===== src/rtl/sertx_pkg.sv =====
package sertx_pkg;

    // Control register field positions
    localparam int CTL_W     = 6;
    localparam int CB_EN     = 0;
    localparam int CB_IEN    = 1;
    localparam int CB_IMODE  = 2;
    localparam int CB_LEN8   = 3;
    localparam int CB_PEN    = 4;
    localparam int CB_PODD   = 5;

    typedef struct packed {
        logic podd;
        logic pen;
        logic len8;
        logic imode;
        logic ien;
        logic en;
    } tx_ctl_t;

    typedef enum logic [2:0] {
        ST_IDLE  = 3'd0,
        ST_START = 3'd1,
        ST_DATA  = 3'd2,
        ST_PAR   = 3'd3,
        ST_STOP1 = 3'd4,
        ST_STOP2 = 3'd5
    } tx_state_e;

    function automatic tx_ctl_t unpack_ctl(input logic [CTL_W-1:0] v);
        tx_ctl_t c;
        c.en    = v[CB_EN];
        c.ien   = v[CB_IEN];
        c.imode = v[CB_IMODE];
        c.len8  = v[CB_LEN8];
        c.pen   = v[CB_PEN];
        c.podd  = v[CB_PODD];
        return c;
    endfunction

endpackage


===== src/rtl/sertx_ctl.sv =====
module sertx_ctl
    import sertx_pkg::*;
(
    input  logic             clk,
    input  logic             rst_n,
    input  logic             we_i,
    input  logic [CTL_W-1:0] wdata_i,
    output tx_ctl_t          ctl_o
);

    logic [CTL_W-1:0] ctl_q;

    always_ff @(posedge clk or negedge rst_n) begin
        if (!rst_n) begin
            ctl_q <= '0;
        end else if (we_i) begin
            ctl_q <= wdata_i;
        end
    end

    always_comb begin
        ctl_o = unpack_ctl(ctl_q);
    end

endmodule


===== src/rtl/sertx_hold.sv =====
module sertx_hold #(
    parameter int DATA_W = 8
) (
    input  logic              clk,
    input  logic              rst_n,
    input  logic              we_i,
    input  logic [DATA_W-1:0] wdata_i,
    input  logic              take_i,
    output logic [DATA_W-1:0] data_o,
    output logic              empty_o
);

    logic [DATA_W-1:0] data_q;
    logic              empty_q;

    // take_i only ever asserts while the register is full, so a write
    // arriving on that cycle is dropped like any other write to a full register.
    always_ff @(posedge clk or negedge rst_n) begin
        if (!rst_n) begin
            data_q  <= '0;
            empty_q <= 1'b1;
        end else if (take_i) begin
            empty_q <= 1'b1;
        end else if (we_i && empty_q) begin
            data_q  <= wdata_i;
            empty_q <= 1'b0;
        end
    end

    assign data_o  = data_q;
    assign empty_o = empty_q;

endmodule


===== src/rtl/sertx_baud.sv =====
module sertx_baud #(
    parameter int TICKS = 16
) (
    input  logic                     clk,
    input  logic                     rst_n,
    input  logic                     tick_i,
    input  logic                     run_i,
    input  logic                     restart_i,
    output logic [$clog2(TICKS)-1:0] cnt_o,
    output logic                     bit_end_o
);

    localparam int CW = $clog2(TICKS);
    localparam logic [CW-1:0] LAST = CW'(TICKS - 1);

    logic [CW-1:0] cnt_q;

    always_ff @(posedge clk or negedge rst_n) begin
        if (!rst_n) begin
            cnt_q <= '0;
        end else if (restart_i) begin
            cnt_q <= '0;
        end else if (run_i && tick_i) begin
            cnt_q <= (cnt_q == LAST) ? '0 : cnt_q + 1'b1;
        end
    end

    assign bit_end_o = run_i && tick_i && (cnt_q == LAST);
    assign cnt_o     = cnt_q;

endmodule


===== src/rtl/sertx_fsm.sv =====
module sertx_fsm
    import sertx_pkg::*;
#(
    parameter int DATA_W = 8
) (
    input  logic              clk,
    input  logic              rst_n,
    input  tx_ctl_t           ctl_i,
    input  logic              hold_empty_i,
    input  logic [DATA_W-1:0] hold_data_i,
    input  logic              bit_end_i,
    output logic              take_o,
    output tx_state_e         state_o,
    output logic              txd_o
);

    localparam int IW = $clog2(DATA_W);
    localparam logic [IW-1:0] IDX_LONG  = IW'(DATA_W - 1);
    localparam logic [IW-1:0] IDX_SHORT = IW'(DATA_W - 2);

    tx_state_e         state_q, state_d;
    logic [DATA_W-1:0] shreg_q;
    logic [IW-1:0]     idx_q;
    logic              len8_q;
    logic              pen_q;
    logic              par_q;
    logic              last_data;
    logic              last_stop;
    logic              take;
    logic              par_calc;
    logic [DATA_W-1:0] masked;

    // Parity over the active word length only
    always_comb begin
        masked = hold_data_i;
        if (!ctl_i.len8) begin
            masked[DATA_W-1] = 1'b0;
        end
        par_calc = (^masked) ^ ctl_i.podd;
    end

    assign last_data = (idx_q == (len8_q ? IDX_LONG : IDX_SHORT));
    assign last_stop = (state_q == ST_STOP2) || ((state_q == ST_STOP1) && pen_q);
    assign take = ctl_i.en && !hold_empty_i &&
                  ((state_q == ST_IDLE) || (bit_end_i && last_stop));

    // Next-state logic
    always_comb begin
        state_d = state_q;
        unique case (state_q)
            ST_IDLE: begin
                if (take) state_d = ST_START;
            end
            ST_START: begin
                if (bit_end_i) state_d = ST_DATA;
            end
            ST_DATA: begin
                if (bit_end_i && last_data) state_d = pen_q ? ST_PAR : ST_STOP1;
            end
            ST_PAR: begin
                if (bit_end_i) state_d = ST_STOP1;
            end
            ST_STOP1: begin
                if (bit_end_i) begin
                    if (take)       state_d = ST_START;
                    else if (pen_q) state_d = ST_IDLE;
                    else            state_d = ST_STOP2;
                end
            end
            ST_STOP2: begin
                if (bit_end_i) state_d = take ? ST_START : ST_IDLE;
            end
            default: state_d = ST_IDLE;
        endcase
    end

    // State register
    always_ff @(posedge clk or negedge rst_n) begin
        if (!rst_n) begin
            state_q <= ST_IDLE;
        end else begin
            state_q <= state_d;
        end
    end

    // Shift stage and per-frame settings
    always_ff @(posedge clk or negedge rst_n) begin
        if (!rst_n) begin
            shreg_q <= '0;
            idx_q   <= '0;
            len8_q  <= 1'b0;
            pen_q   <= 1'b0;
            par_q   <= 1'b0;
        end else if (take) begin
            shreg_q <= hold_data_i;
            idx_q   <= '0;
            len8_q  <= ctl_i.len8;
            pen_q   <= ctl_i.pen;
            par_q   <= par_calc;
        end else if ((state_q == ST_DATA) && bit_end_i) begin
            shreg_q <= shreg_q >> 1;
            idx_q   <= idx_q + 1'b1;
        end
    end

    // Outputs
    always_comb begin
        unique case (state_q)
            ST_START: txd_o = 1'b0;
            ST_DATA:  txd_o = shreg_q[0];
            ST_PAR:   txd_o = par_q;
            default:  txd_o = 1'b1;
        endcase
    end

    assign take_o  = take;
    assign state_o = state_q;

endmodule


===== src/rtl/sertx_top.sv =====
module sertx_top
    import sertx_pkg::*;
#(
    parameter int DATA_W = 8,
    parameter int TICKS  = 16
) (
    input  logic              clk,
    input  logic              rst_n,
    input  logic              tick_i,
    input  logic              ctl_we_i,
    input  logic [5:0]        ctl_wdata_i,
    input  logic              dat_we_i,
    input  logic [DATA_W-1:0] dat_wdata_i,
    output logic              txd_o,
    output logic              irq_o,
    output logic              hold_empty_o
);

    localparam int CW = $clog2(TICKS);

    tx_ctl_t           ctl;
    logic [DATA_W-1:0] hold_data;
    logic              hold_empty;
    logic              take;
    logic              bit_end;
    logic [CW-1:0]     tick_cnt;
    tx_state_e         fsm_state;
    logic              shift_idle;

    sertx_ctl u_ctl (
        .clk     (clk),
        .rst_n   (rst_n),
        .we_i    (ctl_we_i),
        .wdata_i (ctl_wdata_i),
        .ctl_o   (ctl)
    );

    sertx_hold #(.DATA_W(DATA_W)) u_hold (
        .clk     (clk),
        .rst_n   (rst_n),
        .we_i    (dat_we_i),
        .wdata_i (dat_wdata_i),
        .take_i  (take),
        .data_o  (hold_data),
        .empty_o (hold_empty)
    );

    sertx_baud #(.TICKS(TICKS)) u_baud (
        .clk       (clk),
        .rst_n     (rst_n),
        .tick_i    (tick_i),
        .run_i     (!shift_idle),
        .restart_i (take),
        .cnt_o     (tick_cnt),
        .bit_end_o (bit_end)
    );

    sertx_fsm #(.DATA_W(DATA_W)) u_fsm (
        .clk          (clk),
        .rst_n        (rst_n),
        .ctl_i        (ctl),
        .hold_empty_i (hold_empty),
        .hold_data_i  (hold_data),
        .bit_end_i    (bit_end),
        .take_o       (take),
        .state_o      (fsm_state),
        .txd_o        (txd_o)
    );

    assign shift_idle = (fsm_state == ST_IDLE);

    always_comb begin
        irq_o = ctl.ien && hold_empty && (!ctl.imode || shift_idle);
    end

    assign hold_empty_o = hold_empty;

endmodule


===== config.mk =====
export PLATFORM = sky130hd
export DESIGN_NAME = sertx_top
export DESIGN_NICKNAME = d
export VERILOG_FILES = /design/src/rtl/sertx_pkg.sv /design/src/rtl/sertx_ctl.sv /design/src/rtl/sertx_hold.sv /design/src/rtl/sertx_baud.sv /design/src/rtl/sertx_fsm.sv /design/src/rtl/sertx_top.sv
export SDC_FILE = /design/constraint.sdc
export NUM_CORES = 1
export LEC_CHECK = 0
export BUFFER_PORTS_ARGS = -buffer_cell sky130_fd_sc_hd__buf_2
export CAP_MARGIN = 20
export CORE_UTILIZATION = 35
export CTS_CLUSTER_DIAMETER = 30
export DETAILED_ROUTE_END_ITERATION = 16
export GPL_TIMING_DRIVEN = 0
export HOLD_SLACK_MARGIN = 0.12
export MAX_ROUTING_LAYER = met4
export PLACE_DENSITY = 0.59
export SETUP_SLACK_MARGIN = 0.3
export SLEW_MARGIN = 20
export SYNTH_ARGS = -nofsm -noshare
export SYNTH_HDL_FRONTEND = slang
export SYNTH_SLANG_ARGS = --single-unit
export TNS_END_PERCENT = 50

===== constraint.sdc =====
create_clock -name clk -period 2.8 [get_ports clk]
set_input_delay 0.56 -clock clk [delete_from_list [all_inputs] [get_ports clk]]
set_output_delay 0.56 -clock clk [all_outputs]
set_load 0.01 [all_outputs]

* Word-level counts from Yosys, hierarchy flattened
Index checks and enable logic that the tools add are counted.
** Word-level totals
- Output and inout port bits :: 3
- Word-level logic and storage cells :: 74
- Bits in registers :: 36
- Input port bits :: 19
** Cells by class
- Eq/ne operators :: 13
- Bitwise logic cells :: 2
- Add/sub/neg operators :: 2
- Muxes and demuxes :: 23
- Reductions and logical operators :: 24
** Operators by type and width (number)
- two-way mux 3 bit :: 11
- one-hot mux 3 bit (6 select lines) :: 1
- two-way mux 8 bit :: 2
- two-way mux 4 bit :: 3
- != test 2 x 1 -> 1 bit, second input constant :: 6
- logical AND 1 bit :: 11
- XOR reduction 8 bit :: 1
- == test 3 x 2 -> 1 bit, second input constant :: 2
- == test 3 bit, second input constant :: 2
- AND reduction 6 bit :: 1
- nonzero test 2 bit :: 3
- two-way mux 1 bit :: 5
- adder 4 x 1 -> 4 bit, second input constant :: 1
- == test 4 bit, second input constant :: 1
- adder 3 x 1 -> 3 bit, second input constant :: 1
- == test 3 x 1 -> 1 bit, second input constant :: 1
- == test 3 bit :: 1
- zero test 1 bit :: 3
- zero test 3 bit :: 1
- logical OR 1 bit :: 3
- one-hot mux 1 bit (3 select lines) :: 1
- AND reduction 2 bit :: 1
- inverter 1 bit :: 1
- bitwise XOR 1 bit :: 1

* Longest topological paths before layout
- Depth after elaboration :: 10
- Depth in mapped cells :: 7

* By module
A second synthesis with hierarchy kept.
** Second synthesis, totals
- Cells, all modules :: 156
- Area, all modules :: 1796.7 um^2
** Modules (own cells, without submodules)
- sertx_fsm :: instances 1, cells an instance 97, area an instance 969.7 um^2
- sertx_hold :: instances 1, cells an instance 20, area an instance 347.8 um^2
- sertx_ctl :: instances 1, cells an instance 13, area an instance 251.5 um^2
- sertx_baud :: instances 1, cells an instance 23, area an instance 203.9 um^2
- sertx_top :: instances 1, cells an instance 3, area an instance 23.8 um^2

* Worst setup path after synthesis
No wires, ideal clock.
- Kind :: flip-flop to output port
- Start :: register u_fsm.state_q[0], in the netlist u_fsm.state_o[0]
- End :: output irq_o
- Arrival :: 1.199 ns
- Cell stages (with the launch flop) :: 4
- Data required time :: 2.240 ns
- Buffers on the path :: 1
- Setup slack :: 1.041 ns
- Cells stage by stage :: dfrtp_1 > or3_1 > clkbuf_1 > a21oi_1
** Between the ends
- Longest elaborated chain between the ends :: 3
** RTL lines
- from (decl) :: RTL line sertx_fsm.sv:21 : tx_state_e state_q, state_d;
- from (signal assigned) :: RTL line sertx_fsm.sv:82 : state_q <= state_d;
- zero test 3 bit :: RTL line sertx_top.sv:70 : assign shift_idle = (fsm_state == ST_IDLE);
- logical OR 1 bit :: RTL line sertx_top.sv:73 : irq_o = ctl.ien && hold_empty && (!ctl.imode || shift_idle);
- logical AND 1 bit :: RTL line sertx_top.sv:73
- to (decl) :: RTL line sertx_top.sv:15 : output logic irq_o,
Every way passes these cells.

* Final worst setup path
Ends and elaborated chain as after synthesis.

==> results.ini <==
[clocking]
cts.clk_slew.worst_paths_ns = 0.08
cts.sinks = 36
cts_made_buffers = 5
clockBufferDepth = 2
cts-resized-gates = 0
cts_setup_buffers = 0
cts_root_buffer = clkbuf_8
clock_latency_ns = 0.29
tritoncts = built
htreeDepth = 2
ctsHoldBuffers = 0

[drt]
via_per_inst = 5.17
wirelength_mm = 3.47
ant_nets = 0
drc_errors = 0
avgRoutedWirePerCell_um = 13.5
first_iter_violations = 50
vias = 1323
drt-pass1-iter-count = 5

[cells_and_area]
drive_above_1_share_pct = 29.1
n_antenna_cell = 0
syn2layout_area_growth_pct = 18.7
mostFrequentLayoutCells = dfrtp_1 (35), buf_2 (22), nand2_1 (15)
final_common_cell = dfrtp_1
fillCellCount = 471
nNetsFinal = 209

[sta]
drv_slew = 0
rsz0062_at_grt = no
setup_violations = 0
clock_skew_ns = 0.00702
finalSetupTns_ns = 0
tightest_slew_ns = 0.791
layout_worst_path_cycle_share_pct = 78.5
layout_setup_ws_ns = 0.602
slew_headroom_pct = 47.3
hold_viol_final = 0
finalCriticalPeriod_ns = 2.20
fmax_mhz = 455

[global_route]
grt_first_pass_wirelength_mm = 6.06
overflow = 0
grt_max_degree = 37
grt_pass1_vias = 1288
antenna_found_initial = 0
grtUsageTotal_pct = 15.5

[synthesis]
ys_ff_latch = 36
syn-num-nets = 182
syn_avg_cell_area_sq_um = 11.4
syn_inst = 161
synth.distinct_cells = 44
yosys_warnings = 0
synth_area_sq_um = 1830
ys_seq_area_share_pct = 49.2

[worst_setup_path]
cp-startpoint = u_fsm.state_o[0]
crit_path_top_delay_cell = dfrtp_1
cp.required_ns = 2.24
crit_chain = or3_1 > clkbuf_1 > a21oi_1 > buf_2
crit_arrival_ns = 1.64
max_stage_delay_ns = 0.47
critPathLaunchType = register
setup.worst_path.class = reg -> out
critPathTopFamily = flip-flops
cp-end-kind = primary output
path_buf_inv = 2
cp_max_fo = 8
r2r-start = u_baud.cnt_o[0]

[floorplan]
coreArea_sq_um = 4880
die_area_sq_um = 5530
die_h_um = 74.4
row_count = 25
io_pins = 22
start_util_pct = 37.6
die_x_um = 74.4

[placement]
hpwl_mm = 2.60
gp_congestion = 0.790
io_buffer_count = 20
dp_slack_ns = 0.862

[pwr]
power.density_nw_per_um2 = 642
vdd_drop_max_v = 0.000404
leakagePower_nw = 1.04

[run]
cap_violations = 0

[outcome]
status = completed

[min_path]
hold_class = in -> async

[synth_stat cells, drive strengths merged]
master	count	area share, %
o311ai	1	0.48
dfrtp	35	48
nand4b	1	0.48
mux2	17	11
mux2i	7	3.8
a311oi	1	0.48
inv	2	0.41
a211oi	1	0.41
o31ai	1	0.41
a21oi	4	1.1
nand2	15	3.1
a32oi	1	0.48
nand2b	2	0.68
buf	4	2.0
xor2	3	1.4
nor3	2	0.55
a221o	2	1.1
xnor2	7	3.3
a31oi	1	0.34
ha	2	1.4
and3	3	1.0
and4	1	0.48
nand3	12	3.3
a21o	1	0.41
o21ai	12	3.9
nand4	2	1.5
or3	2	0.68
nor3b	2	0.82
clkbuf	3	0.61
o21a	2	1.2
nor2	7	1.4
nor2b	1	0.34
dfstp	1	1.4
a21boi	1	0.41
and2	1	0.48
xnor3	1	1.2
[sequential cells by signal, summed over array words and instances (netlist names)]
signal          count
u_hold.data_o       8
u_fsm.idx_q         3
u_fsm.len8_q        1
u_ctl.ctl_o         6
u_fsm.shreg_q       8
u_baud.cnt_o        4
u_fsm.pen_q         1
u_fsm.par_q         1
u_hold.empty_o      1
u_fsm.state_o       3
[per-stage QoR]
| step | power (mW) | cells | utilization, % | cell area (sq um) | hold slack, ns |
|---|---|---|---|---|---|
| after detailed placement | 0.771 | 248 | 41.3 | 2020 | 0.494 |
| final | 1.40 | 256 | 44.6 | 2180 | 0.345 |
| after global routing | 1.47 | 256 | 44.6 | 2180 | 0.407 |
| after global placement | 0.759 | 248 | 41.3 | 2020 | 0.487 |
| after CTS | 1.41 | 256 | 44.6 | 2180 | 0.373 |
| after floorplan | 0.717 | 161 | - | 1830 | 0.264 |
[path summary, 6_finish.rpt]
check,to,slack (ns),depth (start not counted)
hold / removal,u_fsm.state_o[2],0.35,1
hold reg to reg,u_fsm.pen_q,0.50,1
max in group asynchronous,u_fsm.shreg_q[7],1.95,1
setup / recovery,irq_o,0.60,4
min in group clk,u_hold.data_o[1],0.50,2
setup reg to reg,u_fsm.par_q,0.89,6
[final cells by class]
| class | instances | area, sq um | area share [%] |
|---|---|---|---|
| well taps | 67 | 83.8 | 3.85 |
| clock buffers | 5 | 68.8 | 3.16 |
| repair buffers | 20 | 100 | 4.60 |
| multi-input cells | 116 | 876 | 40.3 |
| plain buffers | 7 | 47.5 | 2.19 |
| clock inverters | 3 | 90.1 | 4.14 |
| inverters | 2 | 7.51 | 0.345 |
| flip-flops and latches | 36 | 902 | 41.5 |
[worst reg2reg max path: stages (launching register included)]
cell     delay (ns)
dfrtp_1        0.39
ha_1           0.29
nand4_4        0.19
o21ai_4        0.31
and2_4         0.20
buf_6          0.12
mux2_4         0.30
[report_power, final]
group,internal [mW],total (mW),leakage [nW],switching [mW]
Clock,0.446,0.637,0.0784,0.192
Sequential,0.565,0.619,0.471,0.0545
Combinational,0.0671,0.140,0.491,0.0724
[routing by layer]
metal  global-route usage, %  vias to the layer above  routed length (um)
met2                    23.8                       33                1640
met3                    4.88                        6                 156
met5                       -                        -                   0
li1                        -                      634                   -
met4                    5.66                        0                  53
met1                    19.0                      650                1610
[cells by family (layout without fill, tap and decap cells)]
family	after synthesis	in the layout	synth area share, %
AOI/OAI and AO/OA	28	28	10.7
adders and majority gates	2	2	1.36
buffers and inverters	9	37	3.00
xor gates and xnor gates	11	11	6.01
and+or+nand+nor	51	51	14.8
DFF	36	36	49.2
muxes	24	24	14.9
No activity file was read; power rests on OpenSTA's default activity.
